`src/rtl/ibi_pack_pkg.sv`:
```
// Shared types and helpers for the IBI slice packer.
// Assumes headers are 32 bits with an 8-bit length field.
package ibi_pack_pkg;
    localparam int WORD_W = 32;
    localparam int LEN_W  = 8;
    localparam int DTH_W  = 5;
    localparam int STAT_W = 23;

    typedef enum logic [1:0] {ST_IDLE, ST_HDR, ST_DATA} pk_state_e;

    // Slice size from the threshold field: 0 acts as 1, x4, clamp at 63.
    function automatic logic [LEN_W-1:0] slice_bytes(input logic [DTH_W-1:0] fld);
        logic [LEN_W-1:0] m;
        m = (fld == '0) ? LEN_W'(1) : LEN_W'(fld);
        m = m << 2;
        if (m >= LEN_W'(64)) m = LEN_W'(63);
        return m;
    endfunction

    // Header word: last flag on top, status in the middle, length at the bottom.
    function automatic logic [WORD_W-1:0] make_hdr(input logic [STAT_W-1:0] st,
                                                   input logic [LEN_W-1:0] len,
                                                   input logic last);
        return {last, st, len};
    endfunction
endpackage

```
`src/rtl/ibi_byte_store.sv`:
```
// Byte store for the payload of one in-band interrupt.
// Appends bytes until full and drops any extra. Read is asynchronous by address.
// Assumes the clear and write strobes are never asserted together by the controller.
module ibi_byte_store #(
    parameter int DEPTH = 128,
    localparam int AW = $clog2(DEPTH),
    localparam int CW = $clog2(DEPTH + 1)
) (
    input  logic          clk,
    input  logic          rst_n,
    input  logic          wr_en,
    input  logic [7:0]    wr_data,
    input  logic          clr,
    input  logic [AW-1:0] rd_addr,
    output logic [7:0]    rd_data,
    output logic [CW-1:0] fill
);
    logic [7:0] mem [DEPTH];
    logic       room;

    assign room    = (fill < CW'(DEPTH));
    assign rd_data = mem[rd_addr];

    // Storage write: append at the fill position while room remains.
    always_ff @(posedge clk) begin
        if (wr_en && room) mem[fill[AW-1:0]] <= wr_data;
    end

    // Fill counter: cleared after a report, counts accepted bytes.
    always_ff @(posedge clk) begin
        if (!rst_n)            fill <= '0;
        else if (clr)          fill <= '0;
        else if (wr_en && room) fill <= fill + CW'(1);
    end

    p_fill_bound_r9: assert property (@(posedge clk) disable iff (!rst_n)
        fill <= CW'(DEPTH));
endmodule

```
`src/rtl/ibi_word_queue.sv`:
```
// Word queue read by software, with an occupancy threshold interrupt.
// Writes to a full queue are dropped. The read port shows the oldest word, or 0 when empty.
// Assumes DEPTH is a power of two.
module ibi_word_queue #(
    parameter int DEPTH = 16,
    parameter int W = 32,
    localparam int AW = $clog2(DEPTH),
    localparam int CW = $clog2(DEPTH + 1)
) (
    input  logic          clk,
    input  logic          rst_n,
    input  logic          wr_en,
    input  logic [W-1:0]  wr_data,
    input  logic          rd_en,
    input  logic [CW-1:0] thr,
    output logic [W-1:0]  rd_data,
    output logic [CW-1:0] level,
    output logic          irq
);
    logic [W-1:0]  mem [DEPTH];
    logic [AW-1:0] wp, rp;
    logic          push, pop;
    logic [CW-1:0] level_nx;

    assign push     = wr_en && (level < CW'(DEPTH));
    assign pop      = rd_en && (level != '0);
    assign level_nx = level + CW'(push) - CW'(pop);
    assign rd_data  = (level == '0) ? '0 : mem[rp];

    // Storage write at the tail.
    always_ff @(posedge clk) begin
        if (push) mem[wp] <= wr_data;
    end

    // Pointers and level bookkeeping.
    always_ff @(posedge clk) begin
        if (!rst_n) begin
            wp <= '0; rp <= '0; level <= '0;
        end else begin
            if (push) wp <= wp + AW'(1);
            if (pop)  rp <= rp + AW'(1);
            level <= level_nx;
        end
    end

    // Interrupt: set by a write reaching the threshold, cleared by a read dropping below it.
    always_ff @(posedge clk) begin
        if (!rst_n)                                  irq <= 1'b0;
        else if (push && !pop && level_nx >= thr)    irq <= 1'b1;
        else if (pop && !push && level_nx < thr)     irq <= 1'b0;
    end

    p_level_bound_r8: assert property (@(posedge clk) disable iff (!rst_n)
        level <= CW'(DEPTH));
    p_full_drop_r8: assert property (@(posedge clk) disable iff (!rst_n)
        (level == CW'(DEPTH) && wr_en && !rd_en) |=> (level == CW'(DEPTH)));
    p_irq_rise_r7: assert property (@(posedge clk) disable iff (!rst_n)
        $rose(irq) |-> (level >= thr));
    p_irq_fall_r7: assert property (@(posedge clk) disable iff (!rst_n)
        $fell(irq) |-> (level < thr));
endmodule

```
`src/rtl/ibi_pack_ctrl.sv`:
```
// Packing controller: walks the byte store one byte per cycle, emitting a header
// per slice and closing data words after four bytes or at the end of a slice.
// Assumes ibi_done arrives only while idle and lasts one cycle.
module ibi_pack_ctrl
    import ibi_pack_pkg::*;
#(
    parameter int BUF_DEPTH = 128,
    localparam int AW = $clog2(BUF_DEPTH),
    localparam int CW = $clog2(BUF_DEPTH + 1)
) (
    input  logic              clk,
    input  logic              rst_n,
    input  logic              done,
    input  logic              nacked,
    input  logic              notify,
    input  logic [STAT_W-1:0] status_in,
    input  logic [DTH_W-1:0]  dthld,
    input  logic [CW-1:0]     fill,
    input  logic [7:0]        buf_byte,
    output logic [AW-1:0]     buf_addr,
    output logic              buf_clr,
    output logic              accept,
    output logic              q_wr,
    output logic [WORD_W-1:0] q_wdata,
    output logic              busy,
    output logic [7:0]        status_cnt
);
    pk_state_e         state;
    logic [AW-1:0]     rd_ptr;
    logic [CW-1:0]     remain;
    logic [LEN_W-1:0]  size, slice_left, cur_len;
    logic [1:0]        lane;
    logic [WORD_W-1:0] acc, new_acc;
    logic [STAT_W-1:0] stat_lat;
    logic [7:0]        hdr_cnt;
    logic              cur_last, word_done, suppress, finishing;

    assign suppress  = nacked && !notify;
    assign cur_last  = (LEN_W'(remain) <= size);
    assign cur_len   = cur_last ? LEN_W'(remain) : size;
    assign new_acc   = acc | ({{(WORD_W-8){1'b0}}, buf_byte} << {lane, 3'b000});
    assign word_done = (lane == 2'd3) || (slice_left == LEN_W'(1));
    assign finishing = ((state == ST_HDR) && (cur_len == '0)) ||
                       ((state == ST_DATA) && (slice_left == LEN_W'(1)) && (remain == CW'(1)));
    assign buf_clr   = ((state == ST_IDLE) && done && suppress) || finishing;
    assign accept    = (state == ST_IDLE) && !done;
    assign busy      = (state != ST_IDLE);
    assign buf_addr  = rd_ptr;
    assign q_wr      = (state == ST_HDR) || ((state == ST_DATA) && word_done);
    assign q_wdata   = (state == ST_HDR) ? make_hdr(stat_lat, cur_len, cur_last) : new_acc;

    // Sequencer: idle -> header -> data bytes -> next header or back to idle.
    always_ff @(posedge clk) begin
        if (!rst_n) begin
            state <= ST_IDLE; rd_ptr <= '0; remain <= '0; size <= '0;
            slice_left <= '0; lane <= '0; acc <= '0; stat_lat <= '0;
            hdr_cnt <= '0; status_cnt <= '0;
        end else begin
            unique case (state)
                ST_IDLE: if (done && !suppress) begin
                    remain   <= fill;
                    size     <= slice_bytes(dthld);
                    stat_lat <= status_in;
                    rd_ptr   <= '0;
                    hdr_cnt  <= '0;
                    state    <= ST_HDR;
                end
                ST_HDR: begin
                    hdr_cnt    <= hdr_cnt + 8'd1;
                    slice_left <= cur_len;
                    lane       <= '0;
                    acc        <= '0;
                    if (cur_len == '0) begin
                        status_cnt <= hdr_cnt + 8'd1;
                        state      <= ST_IDLE;
                    end else begin
                        state <= ST_DATA;
                    end
                end
                ST_DATA: begin
                    rd_ptr     <= rd_ptr + AW'(1);
                    remain     <= remain - CW'(1);
                    slice_left <= slice_left - LEN_W'(1);
                    lane       <= word_done ? 2'd0 : lane + 2'd1;
                    acc        <= word_done ? '0 : new_acc;
                    if (slice_left == LEN_W'(1)) begin
                        if (remain == CW'(1)) begin
                            status_cnt <= hdr_cnt;
                            state      <= ST_IDLE;
                        end else begin
                            state <= ST_HDR;
                        end
                    end
                end
                default: state <= ST_IDLE;
            endcase
        end
    end

    p_byte_step_r10: assert property (@(posedge clk) disable iff (!rst_n)
        (state == ST_DATA) |=> (rd_ptr == AW'($past(rd_ptr) + AW'(1))));
    p_len_bound_r2: assert property (@(posedge clk) disable iff (!rst_n)
        (state == ST_HDR) |-> (cur_len <= size));
    p_suppress_idle_r3: assert property (@(posedge clk) disable iff (!rst_n)
        (state == ST_IDLE && done && suppress) |=> (state == ST_IDLE));
endmodule

```
`src/rtl/ibi_slice_packer.sv`:
```
// Top: byte store, packing controller and software-read word queue.
// Assumes the bus side stops sending bytes once it raises ibi_done.
module ibi_slice_packer
    import ibi_pack_pkg::*;
#(
    parameter int BUF_DEPTH = 128,
    parameter int Q_DEPTH = 16,
    localparam int QCW = $clog2(Q_DEPTH + 1),
    localparam int QAW = $clog2(Q_DEPTH),
    localparam int BCW = $clog2(BUF_DEPTH + 1),
    localparam int BAW = $clog2(BUF_DEPTH)
) (
    input  logic              clk,
    input  logic              rst_n,
    input  logic              in_byte_valid,
    input  logic [7:0]        in_byte,
    input  logic              ibi_done,
    input  logic              ibi_nacked,
    input  logic              nack_notify_en,
    input  logic [STAT_W-1:0] ibi_status,
    input  logic [DTH_W-1:0]  data_thld,
    input  logic [QAW-1:0]    stat_thld,
    input  logic              q_rd_en,
    output logic [WORD_W-1:0] q_rd_data,
    output logic [QCW-1:0]    q_level,
    output logic [7:0]        status_count,
    output logic              thld_irq,
    output logic              busy
);
    logic [BAW-1:0]    buf_addr;
    logic [7:0]        buf_byte;
    logic [BCW-1:0]    fill;
    logic              buf_clr, accept, q_wr;
    logic [WORD_W-1:0] q_wdata;
    logic [QCW-1:0]    thr;

    assign thr = QCW'(stat_thld) + QCW'(1);

    ibi_byte_store #(.DEPTH(BUF_DEPTH)) u_store (
        .clk(clk), .rst_n(rst_n), .wr_en(in_byte_valid && accept), .wr_data(in_byte),
        .clr(buf_clr), .rd_addr(buf_addr), .rd_data(buf_byte), .fill(fill));

    ibi_pack_ctrl #(.BUF_DEPTH(BUF_DEPTH)) u_ctrl (
        .clk(clk), .rst_n(rst_n), .done(ibi_done), .nacked(ibi_nacked),
        .notify(nack_notify_en), .status_in(ibi_status), .dthld(data_thld),
        .fill(fill), .buf_byte(buf_byte), .buf_addr(buf_addr), .buf_clr(buf_clr),
        .accept(accept), .q_wr(q_wr), .q_wdata(q_wdata), .busy(busy),
        .status_cnt(status_count));

    ibi_word_queue #(.DEPTH(Q_DEPTH), .W(WORD_W)) u_queue (
        .clk(clk), .rst_n(rst_n), .wr_en(q_wr), .wr_data(q_wdata), .rd_en(q_rd_en),
        .thr(thr), .rd_data(q_rd_data), .level(q_level), .irq(thld_irq));
endmodule

```
`config.mk`:
```
export PLATFORM = sky130hd
export DESIGN_NAME = ibi_slice_packer
export DESIGN_NICKNAME = d
export VERILOG_FILES = /design/src/rtl/ibi_pack_pkg.sv /design/src/rtl/ibi_byte_store.sv /design/src/rtl/ibi_word_queue.sv /design/src/rtl/ibi_pack_ctrl.sv /design/src/rtl/ibi_slice_packer.sv
export SDC_FILE = /design/constraint.sdc
export NUM_CORES = 2
export LEC_CHECK = 0
export BUFFER_PORTS_ARGS = -buffer_cell sky130_fd_sc_hd__buf_4
export CORE_MARGIN = 1
export CORE_UTILIZATION = 40
export DETAILED_ROUTE_END_ITERATION = 12
export SYNTH_ARGS = -nofsm -noshare
export SYNTH_HDL_FRONTEND = slang
export SYNTH_HIERARCHICAL = 1
export SYNTH_SLANG_ARGS = --single-unit
```
`constraint.sdc`:
```
create_clock -name clk -period 13.1 [get_ports clk]
set_input_delay 0.655 -clock clk [delete_from_list [all_inputs] [get_ports clk]]
set_output_delay 0.655 -clock clk [all_outputs]
set_load 0.01 [all_outputs]
```
* After elaboration in Yosys (flattened, before gate mapping)
Memory sizes are Yosys's and may differ from the RTL's. A register that Yosys moved wholly into a read port is not among the register bits.
Cells that the tools add are included.
** Cells by class
- Reduce and logical (&&, ||, !) cells :: 42
- Divide/modulo/power cells :: 0
- Shift-type cells :: 1
- Bitwise operators :: 2
- $lt $le $gt $ge :: 6
- Add/sub/neg operators :: 11
- Equal/unequal tests :: 9
- Multipliers :: 0
- Mux-type cells :: 35
** Operator list (number)
- 2-to-1 mux 32 bit :: 3
- case mux 32 bit (2 select lines) :: 1
- case mux 8 bit (2 select lines) :: 4
- 2-to-1 mux 8 bit :: 7
- OR 32 bit :: 1
- left shift 8 x 5 -> 32 bit :: 1
- 2-to-1 mux 7 bit :: 3
- logical AND 1 bit :: 17
- adder 8 x 1 -> 8 bit (second input constant) :: 2
- == test 8 x 1 -> 1 bit (second input constant) :: 2
- subtractor 8 x 1 -> 8 bit (second input constant) :: 2
- case mux 7 bit (2 select lines) :: 1
- zero test 5 bit :: 2
- nonzero test 2 bit :: 5
- adder 4 x 1 -> 4 bit (second input constant) :: 2
- >= comparator 8 x 7 -> 1 bit (second input constant) :: 1
- less-or-equal comparator 8 bit :: 1
- zero test 8 bit :: 1
- < comparator 8 bit (second input constant) :: 1
- 2-to-1 mux 2 bit :: 4
- 2-to-1 mux 4 bit :: 2
- AND reduction 2 bit :: 4
- adder 7 x 1 -> 7 bit (second input constant) :: 1
- 2-to-1 mux 1 bit :: 7
- 21 further kinds :: 31
** Storage, ports and cells
- Memory bits (read-only) :: 0
- Memory bits (writable) :: 1536
- Input bits :: 47
- Memories :: 2
- Register bits :: 128
- Word-level logic and storage cells :: 123
- Latch bits :: 0
** Memories
- u_store.mem :: depth 128, bits a word 8, rd ports 1, clocked after Yosys merged registers in 1, wr ports 1, line ibi_byte_store.sv:18 : logic [7:0] mem [DEPTH];
- u_queue.mem :: depth 16, bits a word 32, rd ports 1, clocked after Yosys merged registers in 1, wr ports 1, line ibi_word_queue.sv:20 : logic [W-1:0] mem [DEPTH];

* Logic depth before layout (Yosys ltp)
- Depth in word-level cells :: 11
- Gate-level depth with buffers :: 21
- Mapped depth without buffers :: 18

* Modules after synthesis
Netlist, hierarchy kept.
** By module, submodules not included
- ibi_byte_store :: instances 1, cells each 1661, area each 39843.2 µm², seq. area each 30909.6 µm²
- ibi_word_queue :: instances 1, cells each 956, area each 20577.2 µm², seq. area each 15735.1 µm²
- ibi_pack_ctrl :: instances 1, cells each 677, area each 5406.4 µm², seq. area each 2082.0 µm²
- ibi_slice_packer :: instances 1, cells each 7, area each 52.6 µm², seq. area each 0.0 µm²

* Worst setup path after synthesis
No wires, ideal clock.
- Kind :: reg-to-reg
- Start :: register u_ctrl.state[0]
- End :: memory u_queue.mem[3][0] (enable)
- Cell stages (with the launch flop) :: 12
- Setup slack :: 8425 ps
- Required time :: 12639 ps
- Path buffers :: 4
- Period minus slack after synthesis :: 4675 ps
- Arrival :: 4214 ps
- Path through :: dfxtp_1 > inv_1 > ha_1 > clkbuf_1 > clkbuf_1 > clkbuf_1 > o21ai_0 > nand2_1 > nor2b_1 > clkbuf_1 > nand2_1 > nor3_1
** Between the ends
- Cells in the longest elaborated chain, start to end :: 6
** Ends and longest elaborated chain
- start: declaration :: line ibi_pack_ctrl.sv:28 : pk_state_e state;
- start signal: assignment :: line ibi_pack_ctrl.sv:55 : state <= ST_IDLE; rd_ptr <= '0; remain <= '0; size <= '0;
- start signal: assignment :: line ibi_pack_ctrl.sv:66 : state <= ST_HDR;
- start signal: assignment :: line ibi_pack_ctrl.sv:75 : state <= ST_IDLE;
- == test 2 bit :: line ibi_pack_ctrl.sv:49 : assign q_wr = (state == ST_HDR) || ((state == ST_DATA) && word_done);
- logical AND 1 bit :: line ibi_pack_ctrl.sv:49
- logical OR 1 bit * :: line ibi_pack_ctrl.sv:49
- via q_wr :: line ibi_slice_packer.sv:33 : logic buf_clr, accept, q_wr;
- logical AND 1 bit * :: line ibi_word_queue.sv:25 : assign push = wr_en && (level < CW'(DEPTH));
- 2-to-1 mux 1 bit * :: line ibi_word_queue.sv:32 : if (push) mem[wp] <= wr_data;
- 2-to-1 mux 1 bit (implied by the code) * :: line ibi_word_queue.sv:32
- end: declaration :: line ibi_word_queue.sv:20
Mark *: on every way through the listed nets, which the timed path passes. The rest lies on a longest branch.

==> impl.org <==
** Clock tree
- Post-cts sizing count :: 0
- Clock buffers created by TritonCTS :: 172
- The number of setup buffers added after CTS is 0.
- Clk sink count :: 1666
- TritonCTS built the clock tree.
- Hold repair after CTS inserted 0 buffers.
- Clock-pin slew was measured on the worst setup and hold paths at 0.06 ns.
- Skew-Pair Late Insertion Delay :: 0.82 ns
- CTS placed an instance of clkbuf_16 at the clock tree root.
- The H-tree generated during clock tree synthesis spans 4 levels.
- Maximum number of buffers from clock root to sink :: 3

** Place
- Summing all placed instances gives a cell area of 0.06917 mm².
- Half-perimeter wire length after placement :: 91330 µm
- In this run, placement finished with an instance count of 5459.
- Buffers placed on the I/O ports in this run total 93.
- Placer congestion estimate :: 0.7891

** Pwr
- Part of the power in the clock network :: 0.380
- Summing internal, switching and leakage power gives 12.60 mW.
- Power spread over the standard cell area amounts to 168.5 mW/mm².
- Of the total power, the share spent switching nets is 0.2541.
- Leakage power summed over all cells :: 22.75 nW
- Across the VDD grid, the largest voltage drop is 0.1319 mV.
- Net Sw Power :: 3.202 mW
- The share of total power dissipated in combinational logic is 0.137.
- Cell internal power was estimated by the tool at 9.401 mW.
- Sequential Power Share :: 0.483

** Logic synthesis
- Of the total synthesized cell area, the portion taken by AND, OR, NAND and NOR gates is 0.03920.
- Synthesized area divided by synthesized cell count :: 19.96 µm²
- Main combinational cell family by area after synthesis :: multiplexers
- Primary FF master, synth :: edfxtp_1
- Multiplexer fraction of the synthesized cell area :: 0.1673
- Counting distinct cell types in the post-synthesis netlist gives 66.
- Parity-gate share of the synthesized area counting xor and xnor cells :: 0.004387
- The Yosys step of the flow raised 6 warnings.
- Number of enable flip-flop cells after synthesis :: 1536
- Proportion of register bits with asynchronous set or reset after synthesis :: 0
- The synthesized design contains 1666 register bits.
- Post-synth net total :: 3384
- Area share of fa/ha/maj cells after synthesis :: 0.006951
- The share of the synthesized area in compound gates (AO/OA/AOI/OAI) was 0.02680.
- Share of the yosys chip area belonging to registers :: 0.7396
- Combined area of all synthesized cells :: 0.06588 mm²
- Synthesis produced a netlist whose cell count is 3301.

** Die
- Core area :: 0.1631 mm²
- Die Footprint :: 0.1663 mm²
- 94 I/O pins were placed.
- The floorplan has 148 rows.
- The floorplan step set the die width to 407.8 µm.
- Starting utilization of the core area :: 0.4038
- Die Height :: 407.8 µm

** Flow run
- Max_cap viols :: 0

** Finish
- Synth-to-layout area growth :: 13.52%
- NumNets Final :: 3541
- Post-route cell area :: 0.07479 mm²
- The finished layout holds 5782 standard cells, fillers aside.
- In the final layout, the share of cells above drive strength 1 is 0.2571.

** Critical path
- In this run the worst path has a maximum fanout of 58.
- For the worst flop-to-flop path, the logic depth is 9.
- The worst setup path is of the flop to flop kind.
- WP data required :: 13.66 ns
- CP arrival :: 6.03 ns
- The worst setup path is captured at a flop.
- STA classifies the critical path startpoint as a flop.

** STA
- The hold violation total from the final report came to 0.
- After layout, the minimum clock period comes to 5.476 ns.
- Count of final max-slew check failures :: 0
- For the pin with the worst max-slew slack, the measured transition is 1.340 ns.
- Slew Limit Headroom :: 0.1038
- Adding up every negative setup slack in the final design gives 0 ns.
- Setup repair after global routing left no endpoint under its margin.
- Final critical-path share of the clock period :: 0.4180
- Skew final :: 0.06562 ns
- Setup violations remaining at the end of the flow were counted as 0.
- Timing would allow up to 182.6 MHz.

** Drt
- Vias per inst :: 5.586
- First-pass iteration count of the detailed router :: 5
- In the final routed layout, each cell accounts on average for 27.38 µm.
- Detail Route Antenna Nets :: 0
- Routed vias :: 32300
- DRC violation total after the first TritonRoute iteration :: 3060
- Post-route DRC :: 0
- The routed design has 158300 µm of wire.

** GRT
- Number of antenna violations at the first check in global routing :: 5
- Via count of the first global-routing pass :: 33020
- Entering global routing, the biggest net connects 129 pins.
- Gr usage total :: 0.1912
- GRT overflow :: 0
- The first global-routing pass estimated 231800 µm of wire.

** Hold path
- Counting instances, the worst hold path has a depth of 3.
- Kind of path behind the tightest hold check :: primary input to flop

** Run status
- Run status :: finished clean
[worst max-delay path, stage by stage, from the launching register on]
cell and delay, ns:
dfxtp_4 0.75, buf_4 0.82, buf_4 0.79, mux4_2 0.42, mux4_2 0.57, mux4_2 0.54, mux2_2 0.43, a21oi_1 0.21
o21ai_0 0.32, buf_4 0.29
[cell usage after synthesis, types with 23 or more instances]
| cell | n | area [µm²] |
|---|---|---|
| mux4_2 | 456 | 10270 |
| clkbuf_1 | 96 | 360.4 |
| dfxtp_1 | 130 | 2603 |
| nand2_1 | 151 | 566.8 |
| buf_2 | 30 | 150.1 |
| a211oi_1 | 25 | 187.7 |
| inv_1 | 35 | 131.4 |
| nor2b_1 | 75 | 469.2 |
| o22ai_1 | 27 | 168.9 |
| ha_1 | 35 | 437.9 |
| a21oi_1 | 61 | 305.3 |
| edfxtp_1 | 1536 | 46120 |
| nor2_1 | 173 | 649.4 |
| nor3_1 | 26 | 130.1 |
| o21ai_0 | 50 | 250.2 |
| a21boi_0 | 27 | 202.7 |
| buf_1 | 33 | 123.9 |
| mux2i_1 | 65 | 650.6 |
| a22oi_1 | 33 | 247.7 |
| nand3_1 | 30 | 150.1 |
| and2_1 | 23 | 143.9 |
[cell type report]
type,count,area (µm²)
fillers,13650,88360
flip-flops and latches,1666,48750
multi-input cells,1410,16240
clock buffers,219,4501
well taps,2175,2721
repair buffers,173,1324
clock inverters,103,1116
inverters,35,131.4
diodes,1,2.502
[sequential cells by signal (all words and copies together) (netlist names), named ones only]
signal / cells
u_ctrl/acc: 32
u_ctrl/buf_addr: 7
u_ctrl/hdr_cnt: 8
u_ctrl/lane: 2
u_ctrl/remain: 8
u_ctrl/size: 6
u_ctrl/slice_left: 8
u_ctrl/stat_lat: 23
u_ctrl/state: 2
u_ctrl/status_cnt: 8
u_queue/irq: 1
u_queue/level: 5
u_queue/mem: 512
u_queue/rp: 4
u_queue/wp: 4
u_store/fill: 8
u_store/mem: 1024
[layout by cell type (no fill, tap or decap), drive strengths merged, types with 6 or more instances in the layout]
| cell | instances |
|---|---|
| nand3 | 30 |
| nand2b | 8 |
| nor2 | 173 |
| o22ai | 27 |
| inv | 37 |
| xnor2 | 14 |
| o31ai | 8 |
| o21ai | 55 |
| ha | 35 |
| clkinv | 85 |
| a221o | 8 |
| and3 | 6 |
| mux2 | 9 |
| xor2 | 19 |
| and2 | 23 |
| nand2 | 152 |
| nand4 | 10 |
| mux2i | 65 |
| a21boi | 30 |
| buf | 173 |
| nor2b | 75 |
| a22oi | 33 |
| a211oi | 25 |
| nand3b | 7 |
| a21oi | 61 |
| bufinv | 11 |
| edfxtp | 1536 |
| clkbuf | 219 |
| dfxtp | 130 |
| mux4 | 456 |
| nor3 | 27 |
[cells by family (layout without fill, tap and decap cells)]
family | count (synthesis) | in the layout
flip-flops | 1666 | 1666
multiplexers | 530 | 530
buffers and inverters | 225 | 530
other | 0 | 1
XOR/XNOR | 33 | 33
adder cells (fa/ha/maj) | 36 | 36
AO/OA/AOI/OAI | 272 | 272
AND/OR/NAND/NOR | 539 | 539
[per-layer routing]
layer | track usage | part of all wire | vias up | wire length (µm)
met5 | 0 | 0.00022 | - | 35
met4 | 0.05088 | 0.022 | 6 | 3462
met3 | 0.03217 | 0.063 | 259 | 9949
met2 | 0.3269 | 0.51 | 1025 | 80550
met1 | 0.2529 | 0.41 | 17220 | 64330
li1 | - | - | 13790 | -
[stage by stage]
step	setup WS, ns	hold WS [ns]	utilization
3_5_place_dp	7.472	0.4609	0.4240
4_1_cts	7.501	0.03936	0.4584
6_report	7.624	0.09385	0.4584
5_1_grt	7.332	0.07409	0.4584
3_3_place_gp	7.423	0.4499	0.4240
2_1_floorplan	8.425	0.4437	-
[path summary, 6_finish.rpt]
path | start | endpoint | slack [ns]
worst max-delay path | u_ctrl/buf_addr[2] | u_queue/mem[3][9] | 7.62
worst max register to register | u_ctrl/buf_addr[2] | u_queue/mem[3][9] | 7.62
worst min register to register | u_ctrl/status_cnt[7] | u_ctrl/status_cnt[7] | 0.47
worst min-delay path | ibi_status[20] | u_ctrl/stat_lat[20] | 0.09
[power groups by stage]
stage          logic (mW)  clock network, mW  registers [mW]
2_1_floorplan        1.21                  0            6.15
3_3_place_gp         1.73                  0            6.20
3_5_place_dp         1.75                  0            6.20
4_1_cts              1.76               4.88            6.09
5_1_grt              1.88               5.08            6.10
6_report             1.73               4.79            6.09
No activity file was read; power rests on OpenSTA's default activity.
